File: config.mk
export PLATFORM = sky130hd
export DESIGN_NAME = lcd_sync_gen
export DESIGN_NICKNAME = d
export VERILOG_FILES = /design/src/rtl/lcd_sync_pkg.sv /design/src/rtl/lcd_pclk_div.sv /design/src/rtl/lcd_frame_cnt.sv /design/src/rtl/lcd_pix_fmt.sv /design/src/rtl/lcd_sync_gen.sv
export SDC_FILE = /design/constraint.sdc
export NUM_CORES = 1
export LEC_CHECK = 0
export ABC_CLOCK_PERIOD_IN_PS = 8500
export BUFFER_PORTS_ARGS = -buffer_cell sky130_fd_sc_hd__buf_4
export CAP_MARGIN = 15
export CORE_ASPECT_RATIO = 1.4
export CORE_MARGIN = 2
export CORE_UTILIZATION = 29
export CTS_CLUSTER_SIZE = 28
export DETAILED_ROUTE_END_ITERATION = 10
export HOLD_SLACK_MARGIN = 0.05
export PLACE_DENSITY_LB_ADDON = 0.25
export SLEW_MARGIN = 20
export SYNTH_ARGS = -nofsm -noshare
export SYNTH_HDL_FRONTEND = slang
export SYNTH_HIERARCHICAL = 1
export SYNTH_SLANG_ARGS = --single-unit
File: constraint.sdc
create_clock -name clk -period 8.5 [get_ports clk]
set_input_delay 1.275 -clock clk [delete_from_list [all_inputs] [get_ports clk]]
set_output_delay 1.275 -clock clk [all_outputs]
set_load 0.02 [all_outputs]
File: src/rtl/lcd_sync_pkg.sv
package lcd_sync_pkg;
  localparam int COMP_W  = 8;
  localparam int NCOMP   = 3;
  localparam int PIX_W   = COMP_W * NCOMP;
  localparam int TRUNC_W = COMP_W - 2;
  localparam int CLIP_W  = 32;

  typedef struct packed {
    logic [COMP_W-1:0] hi;
    logic [COMP_W-1:0] lo;
  } comp_lim_t;

  function automatic logic [COMP_W-1:0] clamp_comp(
      input logic [COMP_W-1:0] v, input comp_lim_t lim);
    if (v > lim.hi) return lim.hi;
    if (v < lim.lo) return lim.lo;
    return v;
  endfunction
endpackage

File: src/rtl/lcd_pclk_div.sv
module lcd_pclk_div #(
  parameter int DIV_W = 16
) (
  input  logic             clk,
  input  logic             rst,
  input  logic             en,
  input  logic [DIV_W-1:0] div,
  output logic             pclk,
  output logic             tick
);
  localparam logic [DIV_W-1:0] ONE = 1;
  logic [DIV_W-1:0] cnt;
  logic             wrap;

  assign wrap = (cnt >= div);
  // tick marks the cycle whose closing edge drops pclk
  assign tick = en && wrap && pclk;

  always_ff @(posedge clk) begin
    if (rst || !en) begin
      cnt  <= '0;
      pclk <= 1'b0;
    end else if (wrap) begin
      cnt  <= '0;
      pclk <= ~pclk;
    end else begin
      cnt <= cnt + ONE;
    end
  end
endmodule

File: src/rtl/lcd_frame_cnt.sv
module lcd_frame_cnt #(
  parameter int H_W = 16,
  parameter int V_W = 16,
  parameter int F_W = 32
) (
  input  logic           clk,
  input  logic           rst,
  input  logic           en,
  input  logic           tick,
  input  logic [H_W-1:0] line_len,
  input  logic [H_W-1:0] hs_width,
  input  logic [H_W-1:0] h_delay,
  input  logic [H_W-1:0] h_active,
  input  logic [F_W-1:0] vs_width,
  input  logic [F_W-1:0] vs_period,
  input  logic [V_W-1:0] v_delay,
  input  logic [V_W-1:0] v_active,
  output logic           hs_now,
  output logic           vs_now,
  output logic           act_now
);
  localparam logic [H_W-1:0] H_ONE = 1;
  localparam logic [V_W-1:0] V_ONE = 1;
  localparam logic [F_W-1:0] F_ONE = 1;

  logic [H_W-1:0] hcnt;
  logic [V_W-1:0] vline;
  logic [F_W-1:0] fcnt;
  logic           h_wrap, f_wrap;
  logic [H_W:0]   h_end;
  logic [V_W:0]   v_end;
  logic           h_in, v_in;

  assign h_wrap = (hcnt >= line_len - H_ONE);
  assign f_wrap = (fcnt >= vs_period - F_ONE);

  always_ff @(posedge clk) begin
    if (rst || !en) begin
      hcnt  <= '0;
      fcnt  <= '0;
      vline <= '0;
    end else if (tick) begin
      hcnt <= h_wrap ? '0 : hcnt + H_ONE;
      fcnt <= f_wrap ? '0 : fcnt + F_ONE;
      if (f_wrap)      vline <= '0;
      else if (h_wrap) vline <= vline + V_ONE;
    end
  end

  assign h_end   = {1'b0, h_delay} + {1'b0, h_active};
  assign v_end   = {1'b0, v_delay} + {1'b0, v_active};
  assign h_in    = (hcnt >= h_delay) && ({1'b0, hcnt} < h_end);
  assign v_in    = (vline >= v_delay) && ({1'b0, vline} < v_end);
  assign hs_now  = (hcnt < hs_width);
  assign vs_now  = (fcnt < vs_width);
  assign act_now = h_in && v_in;
endmodule

File: src/rtl/lcd_pix_fmt.sv
module lcd_pix_fmt
  import lcd_sync_pkg::*;
#(
  parameter int WORD_W = 32
) (
  input  logic [WORD_W-1:0] word,
  input  logic [CLIP_W-1:0] clip,
  input  logic              mode666,
  output logic [PIX_W-1:0]  pix
);
  logic [PIX_W-1:0]         p888;
  logic [NCOMP*TRUNC_W-1:0] p666;
  logic                     unused_hi;

  assign unused_hi = ^word[WORD_W-1:PIX_W];

  for (genvar i = 0; i < NCOMP; i++) begin : g_comp
    comp_lim_t         lim;
    logic [COMP_W-1:0] c;
    // component 1 (green) uses the low clip pair, others the high pair
    if (i == 1) begin : g_mid
      assign lim = comp_lim_t'(clip[2*COMP_W-1:0]);
    end else begin : g_side
      assign lim = comp_lim_t'(clip[CLIP_W-1:CLIP_W-2*COMP_W]);
    end
    assign c = clamp_comp(word[i*COMP_W +: COMP_W], lim);
    assign p888[i*COMP_W +: COMP_W]   = c;
    assign p666[i*TRUNC_W +: TRUNC_W] = c[COMP_W-1 -: TRUNC_W];
  end

  assign pix = mode666 ? {{(PIX_W-NCOMP*TRUNC_W){1'b0}}, p666} : p888;
endmodule

File: src/rtl/lcd_sync_gen.sv
module lcd_sync_gen
  import lcd_sync_pkg::*;
#(
  parameter int DIV_W  = 16,
  parameter int H_W    = 16,
  parameter int V_W    = 16,
  parameter int F_W    = 32,
  parameter int WORD_W = 32
) (
  input  logic              clk,
  input  logic              rst,
  input  logic              en,
  input  logic [DIV_W-1:0]  cfg_div,
  input  logic [H_W-1:0]    cfg_line_len,
  input  logic [H_W-1:0]    cfg_hs_width,
  input  logic [H_W-1:0]    cfg_h_delay,
  input  logic [H_W-1:0]    cfg_h_active,
  input  logic [F_W-1:0]    cfg_vs_width,
  input  logic [F_W-1:0]    cfg_vs_period,
  input  logic [V_W-1:0]    cfg_v_delay,
  input  logic [V_W-1:0]    cfg_v_active,
  input  logic              cfg_rgb666,
  input  logic [CLIP_W-1:0] cfg_clip,
  input  logic [WORD_W-1:0] s_data,
  input  logic              s_valid,
  output logic              s_ready,
  output logic              pclk,
  output logic              hsync,
  output logic              vsync,
  output logic              de,
  output logic [PIX_W-1:0]  pix_data
);
  logic             tick;
  logic             hs_now, vs_now, act_now;
  logic [PIX_W-1:0] fmt_pix;

  lcd_pclk_div #(.DIV_W(DIV_W)) u_div (
    .clk(clk), .rst(rst), .en(en), .div(cfg_div), .pclk(pclk), .tick(tick)
  );

  lcd_frame_cnt #(.H_W(H_W), .V_W(V_W), .F_W(F_W)) u_cnt (
    .clk(clk), .rst(rst), .en(en), .tick(tick),
    .line_len(cfg_line_len), .hs_width(cfg_hs_width),
    .h_delay(cfg_h_delay), .h_active(cfg_h_active),
    .vs_width(cfg_vs_width), .vs_period(cfg_vs_period),
    .v_delay(cfg_v_delay), .v_active(cfg_v_active),
    .hs_now(hs_now), .vs_now(vs_now), .act_now(act_now)
  );

  lcd_pix_fmt #(.WORD_W(WORD_W)) u_fmt (
    .word(s_data), .clip(cfg_clip), .mode666(cfg_rgb666), .pix(fmt_pix)
  );

  // a word is taken only on the edge that opens an active pixel
  assign s_ready = tick && act_now;

  always_ff @(posedge clk) begin
    if (rst || !en) begin
      hsync    <= 1'b0;
      vsync    <= 1'b0;
      de       <= 1'b0;
      pix_data <= '0;
    end else if (tick) begin
      hsync    <= hs_now;
      vsync    <= vs_now;
      de       <= act_now;
      pix_data <= (act_now && s_valid) ? fmt_pix : '0;
    end
  end
endmodule

# Word level (Yosys, flattened, before mapping)
# Index checks and enable logic that the tools add are counted.
[word_totals]
inputBits = 245
wordCells = 72
out_inout_bits = 29
reg_bits = 108
[op_classes]
add_sub_neg = 8
n_reduce_logical = 12
n_bitwise = 1
n_lt_le_gt_ge = 15
muxes = 27
[op_table]
columns = ["cell", "count"]
rows = [
  ["two-way mux 8 bit", 12],
  [">= comparator 16 bit", 4],
  ["adder 16 x 1 -> 16 bit (second input constant)", 3],
  ["two-way mux 16 bit", 3],
  ["two-way mux 24 bit", 2],
  ["adder 16 x 16 -> 17 bit", 2],
  ["less-than comparator 16 x 17 -> 1 bit", 2],
  ["adder 32 x 1 -> 32 bit (second input constant)", 1],
  [">= comparator 32 bit", 1],
  ["less-than comparator 32 bit", 1],
  ["two-way mux 32 bit", 1],
  ["subtractor 32 x 1 -> 32 bit (second input constant)", 1],
  ["greater-than comparator 8 bit", 3],
  ["less-than comparator 8 bit", 3],
  ["less-than comparator 16 bit", 1],
  ["subtractor 16 x 1 -> 16 bit (second input constant)", 1],
  ["two-way mux 1 bit", 9],
  ["logical AND 1 bit", 7],
  ["AND reduction 2 bit", 1],
  ["nonzero test 2 bit", 1],
  ["OR reduction 2 bit", 1],
  ["logical NOT 1 bit", 1],
  ["logical OR 1 bit", 1],
  ["inverter 1 bit", 1],
]

# Depth between registers and ports, before layout
[depth]
depth_word = 7
mapped_depth = 22

# By module
# The synthesis kept the hierarchy.
[by_module_without_submodules]
columns = ["mod", "area_each_um2", "seq_area_each_um2", "cells_each", "instances"]
rows = [
  ["lcd_frame_cnt", 8463.1, 1281.2, 1078, 1],
  ["lcd_pix_fmt", 1910.6, 0.0, 212, 1],
  ["lcd_pclk_div", 1126.1, 340.3, 132, 1],
  ["lcd_sync_gen", 955.9, 540.5, 71, 1],
]

# Least setup slack after synthesis
# Ideal clock, no wire load.
[synth_path]
path_kind = "input to output"
startpoint = "input port cfg_h_delay[0]"
endpoint = "output port s_ready"
slack_ns = 2.869
arrival_ns = 4.356
stages = 19
path_buffers = 0
path_cell_list = "ha_1 > inv_1 > fa_1 > nor2b_1 > o31ai_1 > a21o_1 > a21oi_1 > nor3_1 > or2_2 > ha_1 > a21o_1 > a21oi_1 > nor2b_1 > o21ai_0 > nand2_1 > o211ai_1 > o221ai_1 > a31oi_1 > and2_2"
[synth_between]
elab_chain_len = 5
word_cells_on_any_way = 6
cone_classes = "add/sub: 1; order compare: 2; reduce/logical: 3"
[synth_rtl]
columns = ["item", "line_no", "rtl"]
rows = [
  ["start: declaration", "lcd_sync_gen.sv:16", "input logic [H_W-1:0] cfg_h_delay,"],
  ["adder 16 x 16 -> 17 bit", "lcd_frame_cnt.sv:50", "assign h_end = {1'b0, h_delay} + {1'b0, h_active};"],
  ["less-than comparator 16 x 17 -> 1 bit", "lcd_frame_cnt.sv:52", "assign h_in = (hcnt >= h_delay) && ({1'b0, hcnt} < h_end);"],
  ["logical AND 1 bit (*)", "lcd_frame_cnt.sv:52", ""],
  ["logical AND 1 bit (*)", "lcd_frame_cnt.sv:56", "assign act_now = h_in && v_in;"],
  ["via act_now", "lcd_sync_gen.sv:34", "logic hs_now, vs_now, act_now;"],
  ["logical AND 1 bit (*)", "lcd_sync_gen.sv:55", "assign s_ready = tick && act_now;"],
  ["end: declaration", "lcd_sync_gen.sv:26", "output logic s_ready,"],
]
# The timed path passes the listed nets; every way through them passes the cells marked *.

# Worst setup path after layout
# Same ends and word-level chain as after synthesis.

==> out/results.tsv <==
metric	value	unit
share of cells above drive strength 1	19.3	%
Clock Sink Count	108	
root cell of the clock tree	clkbuf_16	
FF-to-FF Start	u_div/cnt[0]	
pre-CTS WS	1.79	ns
clk slew on worst S/H paths	0.07	ns
CP bufs+invs	3	
Core Box Area	0.0423	mm^2
max incr delay on CP	0.54	ns
Setup Crit Path Kind	in2out	
postcts setup bufs	0	
Power Dens Cells	93.0	mW/mm^2
initial antenna violation count	7	
Worst setup SP type	input port	
asr flop ratio synth	0	%
status	completed	
syn_nets	1995	
Setup Skew	0.00909	ns
largest net degree at the start of global routing	32	
Critical Path Sink Type	output port	
commonest non-fill, non-tap cell in the layout	buf_4	
final hold viol count	0	
min Tclk post-route	6.69	ns
Hold Buf Count CTS	0	
DP Wirelength	31.3	mm
Max FO, Critical Path	4	
placed cells	2283	
CP arrival	5.41	ns
Die X	179	um
Post-Syn Area	0.0125	mm^2
CP delay by family, top	compound AO/OA/AOI/OAI gates	
unrepaired setup endpoints after global routing	false	
Worst-Skew Late Latency	0.36	ns
commonest non-fill, non-tap cells in the layout	buf_4 (268), ha_1 (255), inv_1 (154)	
CP startpoint	cfg_h_delay[0]	
Post-synth EDFFs	0	
TritonRoute pass-1 iters	5	
final core utilization	36.2	%
Residual DRC	0	
Wirelength per Cell	15.8	um
VDD IR max	0.0725	mV
final worst-path setup slack	1.81	ns
Total Wirelength	36.4	mm
sequential fraction of the synthesis area	17.4	%
Starting Density	29.4	%
Clock Path Buffers	2	
Final Slew Violations	0	
fmax	150	MHz
Inserted Clock Buffers	9	
Global Route Usage Sum	16.1	%
I/O pin count	274	
Worst slew margin	28.7	%
CTS resizes	0	
Post-Syn Instances	1493	
Fin Setup TNS	0	ns
Nets	2250	
ANT nets after route	0	
Avg Cell Area, Syn	8.34	um^2
Vias/cell	5.01	
Final Cycle Share	78.7	%
CTS tree	built	
CTS H-Tree Depth	3	
PortBufs	265	
Primary FF master, synth	dfxtp_1	
Worst-Margin Slew	1.06	ns
first-pass GRT wire length	57.5	mm
fin area	0.0153	mm^2
final hold slack	0.467	ns
DR iter-0 viols	305	
synth-to-layout area growth	23.0	%
Final Non-Filler Cells	2298	
row count	89	
total number of vias	11500	
RePlAce Congestion	0.883	
min-delay src	u_div/cnt[0]	
hold crit path type	reg2reg	
vias in the first global route	11600	
max_cap viols	0	
Pleak	7.59	nW
die height	249	um
Yosys reg bits	108	
Die Area	0.0446	mm^2
Yosys cell types	86	
gr ovfl total	0	
Critical-path top delay cell	o31ai_1	
area post-placement	0.0150	mm^2
Design Power	1.42	mW
ant diodes	0	
Critical Path RT	7.22	ns
Synth Warn #	6	
Final setup viols	0	
CP Cell Sequence	buf_4, ha_1, inv_1, fa_1, nor2b_1, o31ai_1, a21o_1, a21oi_1, o21a_1, or2_2, ha_1, a21o_1, a21oi_1, nor2b_1, o21ai_0, nand2_1, o211ai_1, o221ai_1, a31oi_1, and2_2, buf_4	
## final timing paths
kind / end / slack (ns) / cells after the start
setup / recovery: s_ready / 1.81 / 21
hold / removal: u_div/cnt[0] / 0.47 / 1
setup reg to reg: u_cnt/fcnt[31] / 4.52 / 16
hold reg to reg: u_div/cnt[0] / 0.47 / 1
## worst register-to-register path: stages (launching register included)
cell and delay (ns):
dfxtp_1 0.38, inv_1 0.06, ha_1 0.26, and2b_2 0.20, o21ai_1 0.15, a311oi_2 0.16, o21ai_0 0.29, and3_1 0.19
buf_4 0.28, and4_1 0.36, nand4_1 0.24, nor2_1 0.34, and3_1 0.26, nor2b_1 0.33, nand3_1 0.14, xor2_1 0.15
nor2_1 0.06
## per-layer routing
metal	wire length [um]	track usage, %	vias to the layer above
met3	2080	3.43	43
met1	14400	17.5	5334
met4	586	3.96	14
met5	84	0	-
li1	-	-	5898
met2	19200	30.9	221
## synth_stat cells (all sizes together), types with 9 or more instances
| master | count | share of area, % |
|---|---|---|
| o21a | 15 | 0.90 |
| mux2i | 46 | 3.7 |
| a32o | 25 | 2.1 |
| buf | 13 | 0.87 |
| nand4 | 36 | 1.8 |
| xor2 | 75 | 5.3 |
| a21o | 45 | 2.7 |
| o21ai | 67 | 2.7 |
| dfxtp | 108 | 17 |
| and4 | 9 | 0.63 |
| xnor2 | 55 | 3.9 |
| mux2 | 25 | 2.4 |
| a21oi | 68 | 2.8 |
| nor2b | 13 | 0.65 |
| nand3 | 39 | 1.6 |
| nor2 | 140 | 4.2 |
| nand2 | 77 | 2.3 |
| clkbuf | 11 | 0.34 |
| and3 | 30 | 1.5 |
| ha | 255 | 26 |
| inv | 154 | 4.6 |
| nand2b | 25 | 1.4 |
| nor4 | 14 | 0.70 |
| nor3 | 34 | 1.4 |
## area by class of cell
type                            instances  area [um^2]
Tap cell                              546          683
Fill cell                            4421        27000
Timing Repair Buffer                  268         2010
Inverter                              154          578
Clock buffer                           10          229
Clock inverter                          5         86.3
Sequential cell                       108         2160
Multi-Input combinational cell       1207         9580
## cells by family (layout without fill, tap and decap cells)
kind of cell	count (synthesis)	after routing	share of synthesized area [%]
AO/OA/AOI/OAI	297	297	17.3
adder cells (fa/ha/maj)	257	257	25.9
multiplexers	71	71	6.14
buffers and inverters	178	437	5.86
AND/OR/NAND/NOR	452	452	18.3
flip-flops	108	108	17.4
XOR/XNOR	130	130	9.14
## state kept, by name, summed over array words and instances (netlist names)
register	count
de	1
hsync	1
pix_data	24
u_cnt/fcnt	32
u_cnt/hcnt	16
u_cnt/vline	16
u_div/cnt	16
u_div/pclk	1
vsync	1
## power breakdown
part | leakage [nW] | internal (mW) | switching, mW
registers | 0.870 | 0.506 | 0.000437
logic | 6.58 | 0.226 | 0.230
clock network | 0.147 | 0.259 | 0.203
total | 7.59 | 0.992 | 0.433
No activity file was read; power rests on OpenSTA's default activity.
